==> src/rtl/uart_rxv_pkg.sv <==
package uart_rxv_pkg;
  typedef enum logic [1:0] {
    ST_IDLE  = 2'd0,
    ST_START = 2'd1,
    ST_DATA  = 2'd2,
    ST_STOP  = 2'd3
  } rx_state_t;
endpackage

==> src/rtl/uart_rxv_sync.sv <==
module uart_rxv_sync #(
  parameter int STAGES = 2
) (
  input  logic clk,
  input  logic rst_n,
  input  logic din,
  output logic dout
);
  logic [STAGES-1:0] chain;

  genvar g;
  generate
    for (g = 0; g < STAGES; g++) begin : g_stage
      if (g == 0) begin : g_first
        always_ff @(posedge clk or negedge rst_n) begin
          if (!rst_n) chain[0] <= 1'b1;
          else        chain[0] <= din;
        end
      end else begin : g_next
        always_ff @(posedge clk or negedge rst_n) begin
          if (!rst_n) chain[g] <= 1'b1;
          else        chain[g] <= chain[g-1];
        end
      end
    end
  endgenerate

  assign dout = chain[STAGES-1];
endmodule

==> src/rtl/uart_rxv_core.sv <==
module uart_rxv_core
  import uart_rxv_pkg::*;
#(
  parameter int DATA_W = 8,
  parameter int OVS    = 16
) (
  input  logic              clk,
  input  logic              rst_n,
  input  logic              tick,
  input  logic              line,
  output logic              done,
  output logic [DATA_W-1:0] done_data,
  output logic              done_ferr,
  output logic              done_brk
);
  localparam int CNT_W = $clog2(OVS);
  localparam int BIT_W = $clog2(DATA_W + 1);
  localparam logic [CNT_W-1:0] HALF_LAST = CNT_W'(OVS / 2 - 1);
  localparam logic [CNT_W-1:0] FULL_LAST = CNT_W'(OVS - 1);
  localparam logic [BIT_W-1:0] BIT_LAST  = BIT_W'(DATA_W - 1);

  rx_state_t         state;
  logic [CNT_W-1:0]  cnt;
  logic [BIT_W-1:0]  bcnt;
  logic [DATA_W-1:0] shreg;
  logic              prev_lvl;

  always_ff @(posedge clk or negedge rst_n) begin
    if (!rst_n) begin
      state    <= ST_IDLE;
      cnt      <= '0;
      bcnt     <= '0;
      shreg    <= '0;
      prev_lvl <= 1'b1;
    end else if (tick) begin
      prev_lvl <= line;
      unique case (state)
        ST_IDLE: begin
          if (prev_lvl && !line) begin
            state <= ST_START;
            cnt   <= '0;
          end
        end
        ST_START: begin
          if (cnt == HALF_LAST) begin
            cnt  <= '0;
            bcnt <= '0;
            state <= line ? ST_IDLE : ST_DATA;
          end else begin
            cnt <= cnt + 1'b1;
          end
        end
        ST_DATA: begin
          if (cnt == FULL_LAST) begin
            cnt   <= '0;
            shreg <= {line, shreg[DATA_W-1:1]};
            if (bcnt == BIT_LAST) state <= ST_STOP;
            else                  bcnt  <= bcnt + 1'b1;
          end else begin
            cnt <= cnt + 1'b1;
          end
        end
        ST_STOP: begin
          if (cnt == FULL_LAST) begin
            cnt   <= '0;
            state <= ST_IDLE;
          end else begin
            cnt <= cnt + 1'b1;
          end
        end
        default: state <= ST_IDLE;
      endcase
    end
  end

  always_comb begin
    done      = tick && (state == ST_STOP) && (cnt == FULL_LAST);
    done_data = shreg;
    done_ferr = !line;
    done_brk  = !line && (shreg == '0);
  end


  glitch_drop_chk: assert property (@(posedge clk) disable iff (!rst_n)
    (state == ST_START && tick && cnt == HALF_LAST && line) |=> (state == ST_IDLE));


  bit_bound_chk: assert property (@(posedge clk) disable iff (!rst_n)
    (state == ST_DATA) |-> (bcnt <= BIT_LAST));
endmodule

==> src/rtl/uart_rxv_hold.sv <==
module uart_rxv_hold #(
  parameter int DATA_W = 8
) (
  input  logic              clk,
  input  logic              rst_n,
  input  logic              load,
  input  logic [DATA_W-1:0] load_data,
  input  logic              load_ferr,
  input  logic              load_brk,
  input  logic              rd_ready,
  output logic              rd_valid,
  output logic [DATA_W-1:0] rd_data,
  output logic              ovr,
  output logic              ferr,
  output logic              brk
);
  logic take;
  assign take = rd_valid && rd_ready;

  always_ff @(posedge clk or negedge rst_n) begin
    if (!rst_n) begin
      rd_valid <= 1'b0;
      rd_data  <= '0;
      ovr      <= 1'b0;
      ferr     <= 1'b0;
      brk      <= 1'b0;
    end else if (load && rd_valid && !take) begin
      ovr <= 1'b1;
    end else if (load) begin
      rd_valid <= 1'b1;
      rd_data  <= load_data;
      ferr     <= load_ferr;
      brk      <= load_brk;
      ovr      <= 1'b0;
    end else if (take) begin
      rd_valid <= 1'b0;
      ovr      <= 1'b0;
      ferr     <= 1'b0;
      brk      <= 1'b0;
    end
  end


  overrun_keep_chk: assert property (@(posedge clk) disable iff (!rst_n)
    (load && rd_valid && !rd_ready) |=> (ovr && $stable(rd_data)));


  read_clear_chk: assert property (@(posedge clk) disable iff (!rst_n)
    (rd_valid && rd_ready && !load) |=> !rd_valid);


  valid_src_chk: assert property (@(posedge clk) disable iff (!rst_n)
    $rose(rd_valid) |-> $past(load));


  same_cycle_chk: assert property (@(posedge clk) disable iff (!rst_n)
    (load && rd_valid && rd_ready) |=> (rd_valid && !ovr));
endmodule

==> src/rtl/uart_rxv.sv <==
module uart_rxv #(
  parameter int DATA_W    = 8,
  parameter int OVS       = 16,
  parameter int SYNC_DEPTH = 2
) (
  input  logic              clk,
  input  logic              rst_n,
  input  logic              samp_tick,
  input  logic              rxd,
  output logic [DATA_W-1:0] rx_data,
  output logic              rx_valid,
  input  logic              rx_ready,
  output logic              err_overrun,
  output logic              err_frame,
  output logic              err_break
);
  logic              line_s;
  logic              c_done;
  logic [DATA_W-1:0] c_data;
  logic              c_ferr;
  logic              c_brk;

  uart_rxv_sync #(.STAGES(SYNC_DEPTH)) u_sync (
    .clk  (clk),
    .rst_n(rst_n),
    .din  (rxd),
    .dout (line_s)
  );

  uart_rxv_core #(.DATA_W(DATA_W), .OVS(OVS)) u_core (
    .clk      (clk),
    .rst_n    (rst_n),
    .tick     (samp_tick),
    .line     (line_s),
    .done     (c_done),
    .done_data(c_data),
    .done_ferr(c_ferr),
    .done_brk (c_brk)
  );

  uart_rxv_hold #(.DATA_W(DATA_W)) u_hold (
    .clk      (clk),
    .rst_n    (rst_n),
    .load     (c_done),
    .load_data(c_data),
    .load_ferr(c_ferr),
    .load_brk (c_brk),
    .rd_ready (rx_ready),
    .rd_valid (rx_valid),
    .rd_data  (rx_data),
    .ovr      (err_overrun),
    .ferr     (err_frame),
    .brk      (err_break)
  );
endmodule

==> config.mk <==
export PLATFORM = sky130hd
export DESIGN_NAME = uart_rxv
export DESIGN_NICKNAME = d
export VERILOG_FILES = /design/src/rtl/uart_rxv_pkg.sv /design/src/rtl/uart_rxv_sync.sv /design/src/rtl/uart_rxv_core.sv /design/src/rtl/uart_rxv_hold.sv /design/src/rtl/uart_rxv.sv
export SDC_FILE = /design/constraint.sdc
export NUM_CORES = 1
export LEC_CHECK = 0
export ABC_CLOCK_PERIOD_IN_PS = 1600
export BUFFER_PORTS_ARGS = -buffer_cell sky130_fd_sc_hd__buf_2
export CAP_MARGIN = 30
export CELL_PAD_IN_SITES_DETAIL_PLACEMENT = 0
export CELL_PAD_IN_SITES_GLOBAL_PLACEMENT = 1
export CORE_ASPECT_RATIO = 1.25
export CORE_MARGIN = 2
export CORE_UTILIZATION = 41
export CTS_CLUSTER_DIAMETER = 150
export DETAILED_ROUTE_END_ITERATION = 16
export PLACE_DENSITY_LB_ADDON = 0.2
export SLEW_MARGIN = 10
export SYNTH_ARGS = -nofsm -noshare
export SYNTH_HDL_FRONTEND = slang
export SYNTH_SLANG_ARGS = --single-unit
==> constraint.sdc <==
create_clock -name clk -period 1.6 [get_ports clk]
set_input_delay 0.24 -clock clk [delete_from_list [all_inputs] [get_ports clk]]
set_output_delay 0.24 -clock clk [all_outputs]
set_load 0.1 [all_outputs]
==> impl_metrics.toml <==
[sta]
fmax_ghz = 0.635
relSlewSlack_pct = 67.7
fin_crit_sh_pct = 98.3
rsz0062_at_grt = "true"
clock_skew_ns = 0.00404
finalCriticalPeriod_ns = 1.57
timing.final.max_slew_violations = 0
setup-violations-final = 0
fin_ws_ns = 0.0264
worst_pin_slew_ns = 0.488
setup-tns-final_ns = 0
finalHoldViolCount = 0

[floorplanning]
rows = 24
core-area_um2 = 3420
ioPinCount = 17
die_x_um = 57.2
design.die.area_um2 = 4030
start_util_pct = 42.3
die_y_um = 70.5

[clocking]
clock_latency_ns = 0.28
clk_pin_slew_ns = 0.07
htree_num_levels = 2
clock_sinks = 33
cts_buffer_depth = 2
cts_root_buf = "clkbuf_8"
cts-buffers-inserted = 5
cts_tree = "built"

[global_route]
grt_pass1_vias = 965
grt_antenna_before_repair = 0
grt_max_degree = 20
grt_pass1_wl_um = 4690
grt_overflow = 0
grt_usage_pct = 15.5

[placed_design]
pre_cts_slack_ns = -0.00474
placed_area_um2 = 1710
io_buffers = 16
dp.cells = 180
gp_congestion = 0.728
dp_hpwl_um = 1920

[worst_setup_path]
start_kind = "register"
worstPathArrival_ns = 1.74
r2r_cells = 5
rrSetupSlack_ns = 0.03
cp_max_fo = 9
critical_path_class = "reg -> reg"
reg2reg_to = "u_hold.rd_data[0]"
critPathCaptureType = "register"
crit_required_ns = 1.77
rr_startpoint = "u_core.cnt[1]"
critPathLaunch = "u_core.cnt[1]"

[drt]
wl_per_cell_um = 14.3
viasPerCell = 5.11
firstDrtPassIters = 4
antenna_left = 0
routed_wl_um = 2750
vias = 982
drc = 0
drt_iter0_drc = 24

[layout]
fillers = 302
final_common_cell = "dfrtp_1"
most-common-layout-cells = "29 x dfrtp_1, 16 x buf_2, 15 x mux2_2, 12 x buf_4, 9 x nor2_1"
utilization_pct = 55.3
area_growth_pct = 30.7
stdcell_area_um2 = 1890
final_cells = 192
final_layout_size_suffix_gt1_share_pct = 47.1
layout.nets = 159
diodes = 0

[yosys]
syn_nets = 122
ys_warn_count = 0
ys_seq_area_share_pct = 57.3
ys_ff_latch = 33
syn_inst = 115
synth_area_um2 = 1450
synth.distinct_cells = 36
avgSynthCellArea_um2 = 12.6

[power]
power.share.clock_pct = 34.6
peakVddDrop_mv = 1.20
p_comb_share_pct = 19.5
pwr-share-seq_pct = 45.8
powerDensity_nw_per_um2 = 1220
power.switching_w = 0.000627
p_sw_share_pct = 27.2
p_int_w = 0.00168
p_leak_nw = 0.923

[worst_hold_path]
hold_start = "rxd"
hp-class = "in -> reg"
min_to = "u_sync.chain[0]"
hold_depth = 1

[job]
drv_cap = 0

[run_status]
outcome = "complete, no violations"
==> registers in the layout, summed over array words and instances (netlist names), named ones only <==
register          count
u_core.bcnt           4
u_core.state          1
u_hold.rd_valid       1
u_hold.ovr            1
u_sync.chain          1
u_core.cnt            4
u_hold.brk            1
u_sync.dout           1
u_core.done_data      8
u_core.prev_lvl       1
u_hold.ferr           1
u_hold.rd_data        8
==> cells in the mapped netlist (all sizes together) <==
| library cell | count | area [um^2] |
|---|---|---|
| nor4 | 3 | 18.8 |
| nand4b | 1 | 8.76 |
| inv | 2 | 7.51 |
| nor3b | 1 | 18.8 |
| nand2b | 2 | 12.5 |
| nor2b | 2 | 12.5 |
| and3b | 1 | 8.76 |
| nor2 | 11 | 43.8 |
| nand4 | 2 | 27.5 |
| mux2 | 19 | 214 |
| dfstp | 3 | 78.8 |
| and2b | 1 | 7.51 |
| o22ai | 1 | 6.26 |
| and4 | 1 | 8.76 |
| nand2 | 6 | 22.5 |
| o31ai | 1 | 7.51 |
| a32o | 2 | 20.0 |
| a21o | 1 | 7.51 |
| clkbuf | 1 | 5.00 |
| or2 | 1 | 6.26 |
| ha | 2 | 25.0 |
| nand3 | 5 | 25.0 |
| o21ai | 5 | 25.0 |
| a22o | 1 | 8.76 |
| nand3b | 1 | 7.51 |
| nor3 | 3 | 20.0 |
| a21oi | 2 | 10.0 |
| and4bb | 1 | 12.5 |
| o21a | 1 | 7.51 |
| xnor2 | 1 | 8.76 |
| buf | 1 | 5.00 |
| dfrtp | 30 | 751 |
==> what timing repair did <==
action | CTS | global route
setup endpoints to repair | 8 | 24
pin swaps | 2 | 2
hold buffers | 1 | 0
endpoints found under the hold margin | 11 | 0
buffers inserted | 3 | 0
gates resized for setup | 1 | 9
==> logic make-up after synthesis <==
family | share of synthesized area [%]
fa+ha+maj | 1.73
xor+xnor | 0.605
mux | 14.8
simple gates | 18.0
compound gates | 6.39
buf+inv | 1.21
flops | 57.3
==> metal layers <==
| metal | wire (um) | global-route usage [%] |
|---|---|---|
| met1 | 1300 | 20.8 |
| met4 | 44 | 6.98 |
| met5 | 0 | 0 |
| met3 | 92 | 5.00 |
| met2 | 1310 | 22.9 |
==> cell type report <==
| class | count | area [um^2] | area share (%) |
|---|---|---|---|
| flip-flops and latches | 33 | 833 | 44.0 |
| clock inverters | 1 | 30.0 | 1.59 |
| multi-input cells | 78 | 647 | 34.2 |
| inverters | 2 | 7.51 | 0.397 |
| clock buffers | 7 | 86.3 | 4.56 |
| repair buffers | 32 | 240 | 12.7 |
| well taps | 39 | 48.8 | 2.58 |
==> power groups by stage <==
stage,Combinational (W),Sequential (W),Clock [W]
floorplan,0.000271,0.00104,0
finish,0.000450,0.00106,0.000798
global placement,0.000421,0.00107,0
detailed placement,0.000432,0.00107,0
global route,0.000513,0.00107,0.000862
CTS,0.000443,0.00105,0.000822
==> through the flow <==
stage | total power (W) | hold slack [ns]
final | 0.00230 | 0.0536
after global routing | 0.00245 | 0.0378
after CTS | 0.00232 | 0.0422
after detailed placement | 0.00150 | 0.180
after global placement | 0.00149 | 0.175
after floorplan | 0.00132 | -0.0556
==> worst max-delay path by stage <==
stage	to	cells after the start
after floorplan	u_hold.rd_data[0]	3
after global placement	u_hold.rd_data[4]	5
after detailed placement	u_hold.rd_data[6]	5
after CTS	u_hold.rd_data[0]	5
after global routing	u_hold.rd_data[1]	5
final	u_hold.rd_data[0]	5
==> worst max-delay path: stages (launching register included) <==
cell and delay [ns]:
dfrtp_1 0.39, ha_4 0.18, nand4_4 0.15, nor3b_4 0.25, buf_12 0.16, mux2_2 0.33
(Power assumes the default switching activity.)
